==> src/rtl/hbb_pkg.sv <==
package hbb_pkg;
  localparam int WORD_W = 32;
  localparam int BUS_W  = 16;
  localparam int IDX_W  = 6;

  localparam logic [IDX_W-1:0] IDX_STAGE = 6'h3D;
  localparam logic [IDX_W-1:0] IDX_PTR   = 6'h3E;
  localparam logic [IDX_W-1:0] IDX_WIN   = 6'h3F;

  typedef enum logic [2:0] {
    TGT_NONE,
    TGT_BANK,
    TGT_STAGE,
    TGT_PTR,
    TGT_WIN
  } tgt_e;

  // Merge one bus lane into a 32-bit word.
  function automatic logic [WORD_W-1:0] lane_merge(input logic [WORD_W-1:0] old_w,
                                                   input logic [BUS_W-1:0]  d,
                                                   input logic [1:0]        lsb,
                                                   input logic              wide);
    logic [WORD_W-1:0] r;
    r = old_w;
    if (wide) begin
      if (lsb[1]) r[31:16] = d;
      else        r[15:0]  = d;
    end else begin
      case (lsb)
        2'd0:    r[7:0]   = d[7:0];
        2'd1:    r[15:8]  = d[7:0];
        2'd2:    r[23:16] = d[7:0];
        default: r[31:24] = d[7:0];
      endcase
    end
    return r;
  endfunction

  // Byte lanes touched by one write.
  function automatic logic [3:0] lane_mask(input logic [1:0] lsb, input logic wide);
    if (wide) return lsb[1] ? 4'b1100 : 4'b0011;
    return 4'b0001 << lsb;
  endfunction

  // Lane returned on the read bus.
  function automatic logic [BUS_W-1:0] lane_pick(input logic [WORD_W-1:0] w,
                                                 input logic [1:0]        lsb,
                                                 input logic              wide);
    logic [7:0] b;
    if (wide) return lsb[1] ? w[31:16] : w[15:0];
    case (lsb)
      2'd0:    b = w[7:0];
      2'd1:    b = w[15:8];
      2'd2:    b = w[23:16];
      default: b = w[31:24];
    endcase
    return {8'h00, b};
  endfunction

  // True when the write hits the most significant lane.
  function automatic logic top_lane(input logic [1:0] lsb, input logic wide);
    return wide ? lsb[1] : (&lsb);
  endfunction

  // Word index to target class.
  function automatic tgt_e decode_target(input logic [IDX_W-1:0] idx, input int nreg);
    if (int'({26'd0, idx}) < nreg) return TGT_BANK;
    case (idx)
      IDX_STAGE: return TGT_STAGE;
      IDX_PTR:   return TGT_PTR;
      IDX_WIN:   return TGT_WIN;
      default:   return TGT_NONE;
    endcase
  endfunction
endpackage

==> src/rtl/hbb_ctrl.sv <==
module hbb_ctrl
  import hbb_pkg::*;
#(
  parameter int NREG = 16
) (
  input  logic       clk,
  input  logic       rst_n,
  input  logic       wr_en,
  input  logic       rd_en,
  input  logic [8:0] addr,
  input  logic       wide_mode,
  input  logic       auto_commit,
  output logic       load_en,
  output logic       commit_en,
  output logic       copy_en,
  output tgt_e       tgt
);
  logic auto_hit;

  assign tgt       = decode_target(addr[7:2], NREG);
  assign load_en   = wr_en;
  assign auto_hit  = auto_commit & top_lane(addr[1:0], wide_mode);
  assign commit_en = wr_en & (addr[8] | auto_hit);
  assign copy_en   = rd_en & ~wr_en & addr[8];

  // a top-lane write in auto mode must commit
  a_r11_auto_commits: assert property (@(posedge clk) disable iff (!rst_n)
    (auto_commit && wr_en && ((wide_mode && addr[1]) || (!wide_mode && addr[1:0] == 2'd3)))
    |-> commit_en);

  // without bit 8 and without auto mode nothing commits
  a_r12_no_stray_commit: assert property (@(posedge clk) disable iff (!rst_n)
    (!auto_commit && !addr[8]) |-> !commit_en);

  // reads never commit, copies need bit 8
  a_r8_read_no_commit: assert property (@(posedge clk) disable iff (!rst_n)
    (!wr_en) |-> (!commit_en && (copy_en == (rd_en && addr[8]))));
endmodule

==> src/rtl/hbb_stage.sv <==
module hbb_stage
  import hbb_pkg::*;
(
  input  logic              clk,
  input  logic              rst_n,
  input  logic              load_en,
  input  logic              wide,
  input  logic [1:0]        lsb,
  input  logic [BUS_W-1:0]  wdata,
  input  logic              copy_en,
  input  logic [WORD_W-1:0] copy_word,
  output logic [WORD_W-1:0] stage_q,
  output logic [WORD_W-1:0] stage_nx
);
  logic [3:0] hit_mask;

  assign stage_nx = lane_merge(stage_q, wdata, lsb, wide);
  assign hit_mask = lane_mask(lsb, wide);

  always_ff @(posedge clk or negedge rst_n) begin
    if (!rst_n)       stage_q <= '0;
    else if (load_en) stage_q <= stage_nx;
    else if (copy_en) stage_q <= copy_word;
  end

  generate
    for (genvar k = 0; k < 4; k++) begin : g_lane
      // lanes outside the write keep their value
      a_r4_lane_kept: assert property (@(posedge clk) disable iff (!rst_n)
        (load_en && !hit_mask[k]) |=> $stable(stage_q[8*k +: 8]));
    end
  endgenerate

  // a write touches one byte or one half
  a_r4_one_lane: assert property (@(posedge clk) disable iff (!rst_n)
    load_en |-> ($countones(hit_mask) == (wide ? 2 : 1)));
endmodule

==> src/rtl/hbb_regbank.sv <==
module hbb_regbank
  import hbb_pkg::*;
#(
  parameter int NREG = 16,
  parameter int NIND = 8
) (
  input  logic              clk,
  input  logic              rst_n,
  input  tgt_e              tgt,
  input  logic [((NREG > 1) ? $clog2(NREG) : 1)-1:0] bidx,
  input  logic              commit_en,
  input  logic [WORD_W-1:0] commit_word,
  output logic [WORD_W-1:0] rd_word
);
  localparam int BW = (NREG > 1) ? $clog2(NREG) : 1;
  localparam int IW = (NIND > 1) ? $clog2(NIND) : 1;

  logic [WORD_W-1:0] bank_q [NREG];
  logic [WORD_W-1:0] ind_q  [NIND];
  logic [WORD_W-1:0] ptr_q;
  logic              win_ok;
  logic [IW-1:0]     iidx;
  logic              bank_we, ptr_we, win_we;

  assign win_ok  = (ptr_q < WORD_W'(NIND));
  assign iidx    = ptr_q[IW-1:0];
  assign bank_we = commit_en && (tgt == TGT_BANK);
  assign ptr_we  = commit_en && (tgt == TGT_PTR);
  assign win_we  = commit_en && (tgt == TGT_WIN) && win_ok;

  always_ff @(posedge clk or negedge rst_n) begin
    if (!rst_n) begin
      for (int i = 0; i < NREG; i++) bank_q[i] <= '0;
    end else if (bank_we) begin
      for (int i = 0; i < NREG; i++)
        if (bidx == BW'(i)) bank_q[i] <= commit_word;
    end
  end

  always_ff @(posedge clk or negedge rst_n) begin
    if (!rst_n) begin
      for (int j = 0; j < NIND; j++) ind_q[j] <= '0;
    end else if (win_we) begin
      for (int j = 0; j < NIND; j++)
        if (iidx == IW'(j)) ind_q[j] <= commit_word;
    end
  end

  always_ff @(posedge clk or negedge rst_n) begin
    if (!rst_n)      ptr_q <= '0;
    else if (ptr_we) ptr_q <= commit_word;
  end

  always_comb begin
    case (tgt)
      TGT_BANK: rd_word = bank_q[bidx];
      TGT_PTR:  rd_word = ptr_q;
      TGT_WIN:  rd_word = win_ok ? ind_q[iidx] : '0;
      default:  rd_word = '0;
    endcase
  end

  generate
    for (genvar i = 0; i < NREG; i++) begin : g_reg
      // a commit lands in the selected register at the same edge
      a_r5_single_clock: assert property (@(posedge clk) disable iff (!rst_n)
        (commit_en && tgt == TGT_BANK && bidx == BW'(i)) |=> (bank_q[i] == $past(commit_word)));
    end
  endgenerate

  // pointer commit
  a_r9_ptr_load: assert property (@(posedge clk) disable iff (!rst_n)
    (commit_en && tgt == TGT_PTR) |=> (ptr_q == $past(commit_word)));

  // an out-of-range window reads zero
  a_r9_window_range: assert property (@(posedge clk) disable iff (!rst_n)
    (tgt == TGT_WIN && !win_ok) |-> (rd_word == '0));

  // unimplemented indices read zero and leave the pointer alone
  a_r10_unmapped_zero: assert property (@(posedge clk) disable iff (!rst_n)
    (tgt == TGT_NONE) |-> (rd_word == '0));
  a_r10_unmapped_ignored: assert property (@(posedge clk) disable iff (!rst_n)
    (commit_en && tgt == TGT_NONE) |=> $stable(ptr_q));
endmodule

==> src/rtl/hbb_bridge.sv <==
module hbb_bridge
  import hbb_pkg::*;
#(
  parameter int NREG = 16,
  parameter int NIND = 8
) (
  input  logic        clk,
  input  logic        rst_n,
  input  logic        wide_mode,
  input  logic        auto_commit,
  input  logic        wr_en,
  input  logic        rd_en,
  input  logic [8:0]  addr,
  input  logic [15:0] wdata,
  output logic [15:0] rdata
);
  localparam int BW = (NREG > 1) ? $clog2(NREG) : 1;

  logic              load_en, commit_en, copy_en;
  tgt_e              tgt;
  logic [WORD_W-1:0] stage_q, stage_nx, rd_word, copy_word;

  hbb_ctrl #(.NREG(NREG)) u_ctrl (
    .clk         (clk),
    .rst_n       (rst_n),
    .wr_en       (wr_en),
    .rd_en       (rd_en),
    .addr        (addr),
    .wide_mode   (wide_mode),
    .auto_commit (auto_commit),
    .load_en     (load_en),
    .commit_en   (commit_en),
    .copy_en     (copy_en),
    .tgt         (tgt)
  );

  hbb_stage u_stage (
    .clk       (clk),
    .rst_n     (rst_n),
    .load_en   (load_en),
    .wide      (wide_mode),
    .lsb       (addr[1:0]),
    .wdata     (wdata),
    .copy_en   (copy_en),
    .copy_word (copy_word),
    .stage_q   (stage_q),
    .stage_nx  (stage_nx)
  );

  hbb_regbank #(.NREG(NREG), .NIND(NIND)) u_bank (
    .clk         (clk),
    .rst_n       (rst_n),
    .tgt         (tgt),
    .bidx        (addr[2 +: BW]),
    .commit_en   (commit_en),
    .commit_word (stage_nx),
    .rd_word     (rd_word)
  );

  assign copy_word = (tgt == TGT_STAGE) ? stage_q : rd_word;
  assign rdata     = lane_pick(stage_q, addr[1:0], wide_mode);

  // a copy read loads the target word into staging
  a_r6_copy_loads: assert property (@(posedge clk) disable iff (!rst_n)
    copy_en |=> (stage_q == $past(rd_word) || $past(tgt) == TGT_STAGE));

  // copying the staging word onto itself changes nothing
  a_r13_self_copy: assert property (@(posedge clk) disable iff (!rst_n)
    (copy_en && tgt == TGT_STAGE) |=> $stable(stage_q));

  // a cycle with no strobe leaves the staging word alone
  a_r8_idle_stable: assert property (@(posedge clk) disable iff (!rst_n)
    (!wr_en && !rd_en) |=> $stable(stage_q));
endmodule

==> config.mk <==
export PLATFORM = sky130hd
export DESIGN_NAME = hbb_bridge
export DESIGN_NICKNAME = d
export VERILOG_FILES = /design/src/rtl/hbb_pkg.sv /design/src/rtl/hbb_ctrl.sv /design/src/rtl/hbb_stage.sv /design/src/rtl/hbb_regbank.sv /design/src/rtl/hbb_bridge.sv
export SDC_FILE = /design/constraint.sdc
export NUM_CORES = 1
export LEC_CHECK = 0
export ABC_CLOCK_PERIOD_IN_PS = 3840
export BUFFER_PORTS_ARGS = -buffer_cell sky130_fd_sc_hd__buf_2
export CAP_MARGIN = 20
export CELL_PAD_IN_SITES_DETAIL_PLACEMENT = 1
export CELL_PAD_IN_SITES_GLOBAL_PLACEMENT = 1
export CORE_MARGIN = 1.5
export CORE_UTILIZATION = 25
export DETAILED_ROUTE_END_ITERATION = 8
export PLACE_DENSITY = 0.49
export SYNTH_ARGS = -nofsm -noshare
export SYNTH_HDL_FRONTEND = slang
export SYNTH_SLANG_ARGS = --single-unit
==> constraint.sdc <==
create_clock -name clk -period 3.84 [get_ports clk]
set_input_delay 0.192 -clock clk [delete_from_list [all_inputs] [get_ports clk]]
set_output_delay 0.192 -clock clk [all_outputs]
set_load 0.02 [all_outputs]
==> metrics.md <==
| Metric | Value |
|---|---|
| Vias per cell | `4.93` |
| CTS H-Tree Depth | `3` |
| Synth area leader | `dfrtp_1` |
| Layout cell share with drive strength beyond 1 | `~18%` |
| Die Y-Extent | `388 um` |
| Via count | `26604` |
| Largest net degree at the start of global routing | `99` |
| Register Area | `20800 um^2` |
| Top-count cell post-synth | `dfrtp_1` |
| Syn_nets | `between 3000 and 4000` |
| CP required | `4.45 ns` |
| Multi-input gate area | `~15000 um^2` |
| Post-synth EDFFs | `0` |
| Vias in the first global route | `27784` |
| Final setup margin | `roughly 0.94 ns` |
| Leakage power | `0.0182 uW` |
| Headroom to the max-slew limit | `21.8%` |
| Yosys top cell area share | `roughly 56%` |
| Antenna violations before repair | `12` |
| Num CTS Buffers | `between 90 and 100` |
| # rows | `141` |
| Fin Clk Skew | `0.0355 ns` |
| Fillers | `16327` |
| TritonRoute pass-1 iters | `6` |
| First-pass GRT wire length | `roughly 200 mm` |
| Clk_lat worst skew | `0.72 ns` |
| Postcts setup bufs | `0` |
| CP Capture Type | `register` |
| Yosys reg bits | `832` |
| Hold crit path type | `input pin to register` |
| Post-synth cell types | `45` |
| Die span in x | `388 um` |
| Status | `complete, no violations` |
| Routed WL | `133 mm` |
| Dominant cells by area after synthesis | `dfrtp_1 56%, mux4_2 12%, o21ai_0 10%` |
| DP Area | `between 30000 and 40000 um^2` |
| Design Power | `~22000 uW` |
| Setup TNS | `0 ns` |
| Pre-CTS setup slack | `0.897 ns` |
| Drt wl/cell | `24.6 um` |
| Setup violators final | `0` |
| Hold bufs inserted after CTS | `2` |
| # resized after CTS | `0` |
| Power Density | `504 nW/um^2` |
| Unrepaired setup endpoints after global routing | `false` |
| Routed Antenna Nets | `0` |
| Fin crit share | `75.6%` |
| CTS tree | `done` |
| Drt initial violations | `1767` |
| Max FO, Critical Path | `18` |
| Synth Flop Type | `dfrtp_1` |
| CTS root buffer | `clkbuf_16` |
| Syn Inst Count | `3430` |
| Netlist Area Pre-Place | `37100 um^2` |
| Sequential cell area fraction in the yosys report | `56.2%` |
| Port Buffers | `46` |
| # Max-Cap Violations | `0` |
| Slew Limit Fails | `0` |
| Fin area | `43300 um^2` |
| Mean post-synth cell area | `10.8 um^2` |
| Nets | `3412` |
| Synth cell count leaders | `832 x dfrtp_1, 821 x nand2_1, 743 x o21ai_0` |
| I/O pin count | `47` |
| Clock buffer depth | `3` |
| Area grow syn2layout | `16.9%` |
| Hold Fails Final Rpt | `0` |
| Gr usage total | `about 18%` |
| Worst hold slack | `0.0663 ns` |
| Synthesis Warnings | `0` |
| Ys async rst share | `100%` |
| Setup crit start kind | `register` |
| DIE AREA | `151000 um^2` |
| DRC | `0` |
| Maximum clock rate | `345 MHz` |
| GP Congestion | `between 0.7 and 0.8` |
| HPWL after DPL | `80.4 mm` |
| VDD IR max | `roughly 350 uV` |
| Worst slew pin tran | `roughly 1.2 ns` |
| Congestion Overflow GR | `0` |
| Initial Util | `about a quarter` |
| Clock Sink Count | `832` |
| Kind of critical path | `register to register` |
| Critical Path AT | `3.52 ns` |
| Fin crit period | `2.90 ns` |
| CORE AREA | `147000 um^2` |
| Worst-path clk slew | `0.06 ns` |
-- state kept, by name (all words and copies together) (netlist names) --
name	cells
u_bank.ind_q	256
u_bank.ptr_q	32
u_bank.bank_q	512
u_stage.stage_q	32
-- through the flow --
stage	std cells	util [%]
6_report	5391	29.4
3_5_place_dp	5209	27.1
4_1_cts	5389	29.4
2_1_floorplan	3430	-
3_3_place_gp	5209	27.1
5_1_grt	5389	29.4
-- cell type report --
type | count | share of cell area, %
Clock buffer | 149 | 6.73
Timing Repair Buffer | 192 | 3.78
Antenna cell | 2 | 0.0116
Clock inverter | 29 | 0.947
Inverter | 4 | 0.0347
Multi-Input combinational cell | 2253 | 34.8
Sequential cell | 832 | 48.1
Tap cell | 1930 | 5.57
-- cell usage in the layout (no fill, tap or decap), drive strengths merged, types with 16 or more instances in the layout --
master and count:
o22ai 16, mux2i 56, mux4 200, clkinv 17
a22o 40, nand2 821, nand2b 33, o21ai 817
dfrtp 832, a221o 16, a21oi 65, buf 190
a211oi 16, clkbuf 149, a221oi 48
-- final timing paths --
| check | from | end | slack (ns) | cells after the start |
|---|---|---|---|---|
| max | u_bank.ptr_q[10] | u_bank.ind_q[32] | 0.94 | 6 |
| min reg2reg | u_bank.bank_q[50] | u_bank.bank_q[50] | 0.47 | 2 |
| max in group asynchronous | rst_n | u_bank.bank_q[262] | 2.53 | 3 |
| max reg2reg | u_bank.ptr_q[10] | u_bank.ind_q[32] | 0.94 | 6 |
| min | wdata[14] | u_bank.ind_q[94] | 0.07 | 4 |
| min in group asynchronous | rst_n | u_bank.bank_q[25] | 0.12 | 2 |
-- cells by family after synthesis --
logic type	Yosys count	synth area share [%]
muxes	256	13.7
and+or+nand+nor	942	10.4
AOI/OAI and AO/OA	1055	16.0
DFF	832	56.2
buffers and inverters	345	3.81
-- metal layers --
layer  routed length [um]  up-vias  GRT usage (%)
met4                 2710        2           4.10
met1                64800    13863           26.4
met2                58300      493           26.5
met3                 6790      162           3.38
met5                   19        -              0
li1                     -    12084              -
-- worst max-delay path: stages (launching register included) --
cell and delay [ns]:
dfrtp_1 0.42, nor4_1 0.48, and4b_1 0.51, and3_1 0.26, nand4_1 0.49, buf_4 0.45, o21ai_0 0.18
-- report_power, final --
group | switching (uW) | internal, uW | leakage (uW) | total [uW]
clock | 3970 | 5710 | 0.00163 | 9670
sequential | 441 | 9360 | 0.0114 | 9800
combinational | 1460 | 894 | 0.00518 | 2350
Note: power is estimated with default switching activity, not from simulation.
